**src/rtl/afsk_tone_pkg.sv**
```systemverilog
package afsk_tone_pkg;

  typedef enum logic [1:0] {
    MD_MORSE = 2'd0,
    MD_TOR   = 2'd1,
    MD_FSK   = 2'd2,
    MD_RSVD  = 2'd3
  } afsk_mode_e;

  typedef enum logic [1:0] {
    SH_NARROW = 2'd0,
    SH_MID    = 2'd1,
    SH_WIDE   = 2'd2,
    SH_RSVD   = 2'd3
  } afsk_shift_e;

  typedef struct packed {
    afsk_mode_e  mode;
    logic        tone_hi;
    afsk_shift_e shift;
    logic        sense_rev;
    logic        key_mark;
  } afsk_cfg_t;

  // Tone frequencies in hundredths of a hertz
  localparam int unsigned F_MORSE_HI_CHZ = 161370;
  localparam int unsigned F_MORSE_LO_CHZ = 82820;
  localparam int unsigned F_TOR_SP_CHZ   = 178660;
  localparam int unsigned F_LO_MK_CHZ    = 127610;
  localparam int unsigned F_LO_SP0_CHZ   = 144580;
  localparam int unsigned F_LO_SP1_CHZ   = 170150;
  localparam int unsigned F_LO_SP2_CHZ   = 211970;
  localparam int unsigned F_HI_MK_CHZ    = 211970;
  localparam int unsigned F_HI_SP0_CHZ   = 229470;
  localparam int unsigned F_HI_SP1_CHZ   = 255230;
  localparam int unsigned F_HI_SP2_CHZ   = 297920;

  // Nearest integer count of reference ticks per tone period
  function automatic int unsigned tone_div(input int unsigned ref_hz,
                                           input int unsigned f_chz);
    return (ref_hz * 100 + f_chz / 2) / f_chz;
  endfunction

endpackage

```
**src/rtl/afsk_div_lut.sv**
```systemverilog
module afsk_div_lut
  import afsk_tone_pkg::*;
#(
  parameter int unsigned REF_HZ = 250125,
  parameter int unsigned CNT_W  = 9
) (
  input  afsk_cfg_t          cfg,
  output logic [CNT_W-1:0]   div_n
);

  localparam logic [CNT_W-1:0] N_MORSE_MK = CNT_W'(tone_div(REF_HZ, F_MORSE_HI_CHZ));
  localparam logic [CNT_W-1:0] N_MORSE_SP = CNT_W'(tone_div(REF_HZ, F_MORSE_LO_CHZ));
  localparam logic [CNT_W-1:0] N_TOR_SP   = CNT_W'(tone_div(REF_HZ, F_TOR_SP_CHZ));
  localparam logic [CNT_W-1:0] N_LO_MK    = CNT_W'(tone_div(REF_HZ, F_LO_MK_CHZ));
  localparam logic [CNT_W-1:0] N_LO_SP0   = CNT_W'(tone_div(REF_HZ, F_LO_SP0_CHZ));
  localparam logic [CNT_W-1:0] N_LO_SP1   = CNT_W'(tone_div(REF_HZ, F_LO_SP1_CHZ));
  localparam logic [CNT_W-1:0] N_LO_SP2   = CNT_W'(tone_div(REF_HZ, F_LO_SP2_CHZ));
  localparam logic [CNT_W-1:0] N_HI_MK    = CNT_W'(tone_div(REF_HZ, F_HI_MK_CHZ));
  localparam logic [CNT_W-1:0] N_HI_SP0   = CNT_W'(tone_div(REF_HZ, F_HI_SP0_CHZ));
  localparam logic [CNT_W-1:0] N_HI_SP1   = CNT_W'(tone_div(REF_HZ, F_HI_SP1_CHZ));
  localparam logic [CNT_W-1:0] N_HI_SP2   = CNT_W'(tone_div(REF_HZ, F_HI_SP2_CHZ));

  logic [CNT_W-1:0] mark_n;
  logic [CNT_W-1:0] space_n;
  logic [CNT_W-1:0] fsk_space_n;
  logic             fsk_ok;
  logic             want_mark;

  // Space divisor of the FSK family for the selected range and shift
  always_comb begin
    fsk_ok      = 1'b1;
    fsk_space_n = N_MORSE_SP;
    unique case (cfg.shift)
      SH_NARROW: fsk_space_n = cfg.tone_hi ? N_HI_SP0 : N_LO_SP0;
      SH_MID:    fsk_space_n = cfg.tone_hi ? N_HI_SP1 : N_LO_SP1;
      SH_WIDE:   fsk_space_n = cfg.tone_hi ? N_HI_SP2 : N_LO_SP2;
      default:   fsk_ok      = 1'b0;
    endcase
  end

  // Mark/space pair for the mode; reserved codes fall back to Morse
  always_comb begin
    mark_n  = N_MORSE_MK;
    space_n = N_MORSE_SP;
    unique case (cfg.mode)
      MD_TOR: begin
        mark_n  = N_LO_MK;
        space_n = N_TOR_SP;
      end
      MD_FSK: begin
        if (fsk_ok) begin
          mark_n  = cfg.tone_hi ? N_HI_MK : N_LO_MK;
          space_n = fsk_space_n;
        end
      end
      default: begin
        mark_n  = N_MORSE_MK;
        space_n = N_MORSE_SP;
      end
    endcase
  end

  assign want_mark = cfg.key_mark ^ cfg.sense_rev;
  assign div_n     = want_mark ? mark_n : space_n;

endmodule

```
**src/rtl/afsk_period_ctr.sv**
```systemverilog
module afsk_period_ctr #(
  parameter int unsigned CNT_W = 9
) (
  input  logic             clk,
  input  logic             rst,
  input  logic             tick,
  input  logic [CNT_W-1:0] div_next,
  output logic             wave,
  output logic             running,
  output logic             pstart
);

  logic [CNT_W-1:0] cnt;
  logic [CNT_W-1:0] cur_n;
  logic [CNT_W-1:0] half_n;
  logic [CNT_W-1:0] cnt_inc;
  logic [CNT_W-1:0] last_idx;
  logic [CNT_W-1:0] next_half;
  logic             at_end;

  always_comb begin
    cnt_inc   = cnt + 1'b1;
    last_idx  = cur_n - 1'b1;
    next_half = div_next >> 1;
    at_end    = !running || (cnt == last_idx);
  end

  always_ff @(posedge clk) begin
    if (rst) begin
      cnt     <= '0;
      cur_n   <= '0;
      half_n  <= '0;
      running <= 1'b0;
      wave    <= 1'b0;
      pstart  <= 1'b0;
    end else begin
      pstart <= 1'b0;
      if (tick) begin
        if (at_end) begin
          cur_n   <= div_next;
          half_n  <= next_half;
          cnt     <= '0;
          running <= 1'b1;
          pstart  <= 1'b1;
          wave    <= (next_half != '0);
        end else begin
          cnt  <= cnt_inc;
          wave <= (cnt_inc < half_n);
        end
      end
    end
  end

endmodule

```
**src/rtl/afsk_tone_gen.sv**
```systemverilog
module afsk_tone_gen
  import afsk_tone_pkg::*;
#(
  parameter int unsigned REF_HZ = 250125,
  parameter int unsigned CNT_W  = 9
) (
  input  logic       clk,
  input  logic       rst,
  input  logic       ref_tick,
  input  logic [1:0] mode,
  input  logic       tone_hi,
  input  logic [1:0] shift_sel,
  input  logic       sense_rev,
  input  logic       key_mark,
  output logic       tone_out,
  output logic       tone_valid,
  output logic       period_start
);

  afsk_cfg_t        cfg;
  logic [CNT_W-1:0] div_n;

  always_comb begin
    cfg.mode      = afsk_mode_e'(mode);
    cfg.tone_hi   = tone_hi;
    cfg.shift     = afsk_shift_e'(shift_sel);
    cfg.sense_rev = sense_rev;
    cfg.key_mark  = key_mark;
  end

  afsk_div_lut #(
    .REF_HZ (REF_HZ),
    .CNT_W  (CNT_W)
  ) u_lut (
    .cfg   (cfg),
    .div_n (div_n)
  );

  afsk_period_ctr #(
    .CNT_W (CNT_W)
  ) u_ctr (
    .clk      (clk),
    .rst      (rst),
    .tick     (ref_tick),
    .div_next (div_n),
    .wave     (tone_out),
    .running  (tone_valid),
    .pstart   (period_start)
  );

endmodule

```
**config.mk**
```make
export PLATFORM = sky130hd
export DESIGN_NAME = afsk_tone_gen
export DESIGN_NICKNAME = d
export VERILOG_FILES = /design/src/rtl/afsk_tone_pkg.sv /design/src/rtl/afsk_div_lut.sv /design/src/rtl/afsk_period_ctr.sv /design/src/rtl/afsk_tone_gen.sv
export SDC_FILE = /design/constraint.sdc
export NUM_CORES = 1
export LEC_CHECK = 0
export BUFFER_PORTS_ARGS = -buffer_cell sky130_fd_sc_hd__buf_2
export CAP_MARGIN = 25
export CORE_MARGIN = 10
export CORE_UTILIZATION = 47
export CTS_BUF_LIST = sky130_fd_sc_hd__clkbuf_2 sky130_fd_sc_hd__clkbuf_4 sky130_fd_sc_hd__clkbuf_8
export DETAILED_ROUTE_END_ITERATION = 12
export SKIP_LAST_GASP = 1
export SYNTH_ARGS = -nofsm -noshare
export SYNTH_HDL_FRONTEND = slang
export SYNTH_HIERARCHICAL = 1
export SYNTH_SLANG_ARGS = --single-unit
```
**constraint.sdc**
```tcl
create_clock -name clk -period 2.93 [get_ports clk]
set_input_delay 0.586 -clock clk [delete_from_list [all_inputs] [get_ports clk]]
set_output_delay 0.586 -clock clk [all_outputs]
set_load 0.005 [all_outputs]
```
### Word level (Yosys, flattened, before mapping)

Cells that the tools add are included.

* output and inout bits: 3
* register bits: 29

* bitwise logic cells: 2
* multiplexer cells: 14
* equal/unequal tests: 5
* reductions and logical operators: 7
* add/subtract/negate cells: 2
* magnitude comparators: 1

Operator list (count)
* 9-bit 2-to-1 mux: 4
* 9-bit case mux with 2 select lines: 2
* 9-bit case mux with 3 select lines: 1
* 8-bit 2-to-1 mux: 3
* 9-bit by 1-bit adder with 9-bit output (second input constant): 1
* 9-bit == test: 1
* 9-bit by 8-bit < comparator with 1-bit output: 1
* 9-bit nonzero test: 1
* 9-bit by 1-bit subtractor with 9-bit output (second input constant): 1
* 6-bit 2-to-1 mux: 1
* 2-bit by 1-bit == test with 1-bit output (second input constant): 2
* 2-bit == test (second input constant): 2
* 1-bit 2-to-1 mux: 3
* 3-bit OR reduction: 1
* 2-bit zero test: 1
* 2-bit AND reduction: 1
* 2-bit OR reduction: 1
* 1-bit zero test: 1
* 1-bit logical OR: 1
* 1-bit NOT: 1
* 1-bit bitwise XOR: 1

### Longest topological paths before layout

* depth in word-level cells: 8
* depth in mapped cells: 11
* gate-level depth less buffers: 9

### Cells and area by module

The synthesis kept the hierarchy.

Modules (own cells, without submodules)
* afsk_period_ctr: area an instance 1536.5 um2, cells an instance 181, times used 1
* afsk_div_lut: area an instance 389.1 um2, cells an instance 54, times used 1

### Worst setup path after synthesis

Ideal clock, no wire load.

* kind: reg-to-reg
* from: reg u_ctr.cnt[0]
* to: reg u_ctr.wave
* period minus slack after synthesis: 2297 ps
* cell stages (with the launch flop): 10
* arrival: 2221 ps
* setup slack: 633 ps
* setup time: 76 ps
* cell sequence: dfxtp_1 -> ha_1 -> nand3_1 -> or2_1 -> xnor2_1 -> ha_1 -> a21o_1 -> a2111oi_0 -> o211ai_1 -> o22ai_1

* longest elaborated chain between the ends: 3
* elaborated cells on any way between the ends: 5
* classes of those cells: add/sub: 1; order compare: 1; eq/ne: 1; mux: 1; reduce/logical: 1

RTL lines
* start, declared: line afsk_period_ctr.sv:13 `logic [CNT_W-1:0] cnt;`
* start signal, assigned: line afsk_period_ctr.sv:47 `cnt <= cnt_inc;`
* 9-bit by 1-bit adder with 9-bit output / 9-bit == test (equally long branches): line afsk_period_ctr.sv:22, afsk_period_ctr.sv:25
* 9-bit by 8-bit < comparator with 1-bit output / 1-bit logical OR (equally long branches): line afsk_period_ctr.sv:48, afsk_period_ctr.sv:25
* 1-bit 2-to-1 mux *: line afsk_period_ctr.sv:39 `if (at_end) begin`
* end signal, assigned: line afsk_period_ctr.sv:45 `wave <= (next_half != '0);`
* end signal, assigned: line afsk_period_ctr.sv:48 `wave <= (cnt_inc < half_n);`
* end, declared: line afsk_period_ctr.sv:8 `output logic wave,`

Mark *: on every way between the ends. The rest lies on a longest branch, timed or not.
A chain may end at the register's enable or synchronous reset.

### Worst setup path after layout

Ends and elaborated chain as after synthesis.

==> run_results.csv <==
group,metric,value,unit
outcome,outcome,"complete, no violations",
routing,wl_per_cell,14.8,um
floorplan,start_util,48.5,%
clock_tree,clockBufferDepth,2,
worst_setup_path,crit_fanout,6,
clock_tree,cts_sinks,21,
synth,seq_area_frac_synth,21.8,%
job,maxCapViolations,0,
synth,synthDistinctLibCells,52,
clock_tree,cts_buffers,3,
synth,synthFlopType,"dfxtp_1",
placed_design,port-buffer-count,12,
floorplan,fp.dieH,84.0,um
sta,drv_slew,0,
worst_hold_path,hold_class,"reg2reg",
synth,yosys_warnings,6,
sta,tightestPinTransition,0.517,ns
worst_setup_path,r2r-end,"u_ctr/wave$_SDFFE_PP0P_",
worst_setup_path,reg2regPathDepth,9,
floorplan,die_area,7060,um^2
worst_setup_path,critPathSlowestCell,"dfxtp_1",
synth,syn-cell-area,1930,um^2
worst_setup_path,worstSetupPathType,"reg2reg",
worst_setup_path,worstPathArrival,2.84,ns
worst_setup_path,worst_path_dominant_cell_family,"compound AO/OA/AOI/OAI gates",
worst_setup_path,crit_top_cell,"ha_1",
routing,remaining_drc_errors,0,
routing,drt_iter0_drc,147,
global_routing,grt_pass1_wl,7.29,mm
synth,synth_edf_count,0,
clock_tree,cts_tree,"done",
sta,finalHoldViolations,0,
worst_setup_path,reg2reg_from,"u_ctr/cnt[0]$_SDFFE_PP0P_",
synth,syn_nets,262,
power,power,0.720,mW
clock_tree,h-tree-depth,1,
final_layout,drive_above_1_share,9.83,%
floorplan,core-area,3970,um^2
clock_tree,root_buffer,"clkbuf_8",
worst_hold_path,hold_path_depth,2,
worst_setup_path,startpoint_type,"flip-flop",
floorplan,io_pins,13,
final_layout,fillers,380,
worst_setup_path,r2r_slack,0.28,ns
sta,period_needed,2.65,ns
routing,wl,4.21,mm
final_layout,diodes,0,
global_routing,grt_use_total,11.9,%
worst_setup_path,crit_end,"u_ctr/wave$_SDFFE_PP0P_",
routing,dr_total_vias,1626,
placed_design,gp_congestion,0.864,
synth,async_flop_share,0,%
power,cellLeakagePower,0.858,nW
worst_setup_path,endpoint_kind,"flip-flop",
sta,fin_tns_setup,0,ns
global_routing,grt_pass1_vias,1473,
sta,timing.final.crit_share,90.4,%
routing,antenna_left,0,
routing,firstDrtPassIters,4,
placed_design,hpwl,3.19,mm
routing,via_per_inst,5.73,
final_layout,nets,262,
floorplan,die_w,84.0,um
final_layout,areaGrowthSynthToFinish,3.83,%
floorplan,core.rowCount,23,
clock_tree,clkLatencyLatePin,0.27,ns
synth,ys_seq_elements,21,
synth,syn_inst,235,
worst_setup_path,setup.worst_path.start,"u_ctr/cnt[0]$_SDFFE_PP0P_",
clock_tree,path_clk_slew,0.08,ns
sta,clock_skew,0.00659,ns
synth,syn_avg_cell_area,8.19,um^2
global_routing,grt_max_degree,33,
worst_setup_path,max_stage_delay,0.47,ns
power,powerDensity,360,nW/um^2
worst_setup_path,crit_chain,"ha_1 -> nand3_1 -> or2_1 -> xnor2_1 -> ha_1 -> a21o_1 -> a2111oi_1 -> o211ai_1 -> o22ai_1",
sta,finalSetupViolCount,0,
global_routing,overflow,0,
clock_tree,post-cts-setup-buffers,0,
power,vdd_drop_max,0.252,mV
global_routing,antenna_found_initial,0,
sta,max-slew-margin-rel,65.5,%
worst_setup_path,path_depth,9,
sta,rsz0062_at_grt,"false",
worst_setup_path,required,3.12,ns
worst_setup_path,crit_buf_inv,0,
final_layout,fin_util,50.3,%
sta,max_freq,378,MHz
cells in the final DEF, fill, tap and decap left out, types with 7 or more instances in the layout:
cell,count
dfxtp_1,21
inv_1,18
a21o_1,7
nand4b_1,9
o31ai_1,9
nand2_1,12
xor2_1,11
ha_1,17
a211oi_1,8
o21ai_0,7
nor2_1,14
a21oi_1,7
xnor2_1,7
buf_2,12
state kept, by name, summed over array words and instances, names as in the netlist:
| signal | cells |
|---|---|
| u_ctr/cnt | 9 |
| u_ctr/wave | 1 |
| u_ctr/running | 1 |
| u_ctr/pstart | 1 |
| u_ctr/cur_n | 9 |
how the worst min path moves through the flow:
stage | to | startpoint | slack [ns]
5_1_grt | u_ctr/cnt[7]$_SDFFE_PP0P_ | u_ctr/cnt[7]$_SDFFE_PP0P_ | 0.57
6_report | u_ctr/running$_SDFFE_PP0P_ | u_ctr/running$_SDFFE_PP0P_ | 0.52
2_1_floorplan | u_ctr/cur_n[1]$_SDFFE_PP0P_ | u_ctr/cur_n[1]$_SDFFE_PP0P_ | 0.48
3_3_place_gp | u_ctr/running$_SDFFE_PP0P_ | u_ctr/running$_SDFFE_PP0P_ | 0.51
4_1_cts | u_ctr/running$_SDFFE_PP0P_ | u_ctr/running$_SDFFE_PP0P_ | 0.52
3_5_place_dp | u_ctr/running$_SDFFE_PP0P_ | u_ctr/running$_SDFFE_PP0P_ | 0.50
kinds of logic (layout without fill, tap and decap cells):
group | count (synthesis) | after routing | share of synthesized area (%)
and+or+nand+nor | 76 | 76 | 23.3
AOI/OAI and AO/OA | 63 | 63 | 24.2
buffers and inverters | 37 | 36 | 9.29
DFF | 21 | 21 | 21.8
xor gates and xnor gates | 20 | 20 | 9.88
adders and majority gates | 17 | 17 | 11.0
muxes | 1 | 1 | 0.520
final cells by class:
type,count,area (um^2),share of cell area [%]
multi-input combinational,177,1330,66.4
sequential,21,420,21.0
timing repair buffer,14,75.1,3.75
inverter,18,67.6,3.38
tap,50,62.6,3.13
clock buffer,3,41.3,2.07
clock inverter,1,5.00,0.250
tightest hold or removal path, stage by stage, from the launching register on:
cell and delay (ns):
dfxtp_1 0.35, nor2_1 0.09, nor2_1 0.04
routing by layer:
| layer | track usage, % | share of wire (%) | wire length, um |
|---|---|---|---|
| met3 | 3.13 | 3.6 | 153 |
| met4 | 2.89 | 0.52 | 22 |
| met2 | 16.6 | 42 | 1790 |
| met5 | 0 | 0 | 0 |
| met1 | 17.3 | 53 | 2250 |
through the flow:
step	area [um^2]	hold WS [ns]	cells	setup slack (ns)
after global routing	2000	0.572	284	0.0464
after global placement	1950	0.506	280	0.344
after CTS	2000	0.519	284	0.232
after floorplan	1930	0.484	235	0.633
final	2000	0.522	284	0.282
after detailed placement	1950	0.501	280	0.290
where the power goes:
group	total, mW	switching (mW)	internal (mW)	leakage, nW
clock network	0.196	0.101	0.0949	0.0255
logic	0.207	0.119	0.0876	0.661
registers	0.316	0.0181	0.298	0.171
total	0.720	0.239	0.481	0.858
synthesized netlist by cell type, drive strengths merged (2+ instances only):
library cell / number / share of area (%)
dfxtp: 21 / 22
inv: 18 / 3.5
ha: 17 / 11
nor2: 14 / 2.7
nand2: 12 / 2.3
xor2: 11 / 5.0
buf: 10 / 4.0
clkbuf: 9 / 1.8
nand4b: 9 / 4.1
o31ai: 9 / 3.5
xnor2: 9 / 4.9
a211oi: 8 / 3.1
a21o: 7 / 2.7
a21oi: 7 / 1.8
o21ai: 7 / 1.8
nand2b: 5 / 1.6
nand3: 5 / 1.3
or3: 5 / 1.6
nor2b: 4 / 1.3
nor3: 4 / 1.0
o2111ai: 4 / 1.8
o211ai: 4 / 1.6
a2111oi: 3 / 1.4
nor4: 3 / 1.8
or2: 3 / 0.97
a211o: 2 / 0.91
and3: 2 / 0.65
nand4: 2 / 0.65
nor3b: 2 / 0.78
o22ai: 2 / 0.65
timing repair:
item                                    4_1_cts  5_1_grt
gates resized for setup                       0        1
endpoints found under the setup margin        0        1
hold buffers                                  0        0
(Power assumes the default switching activity.)
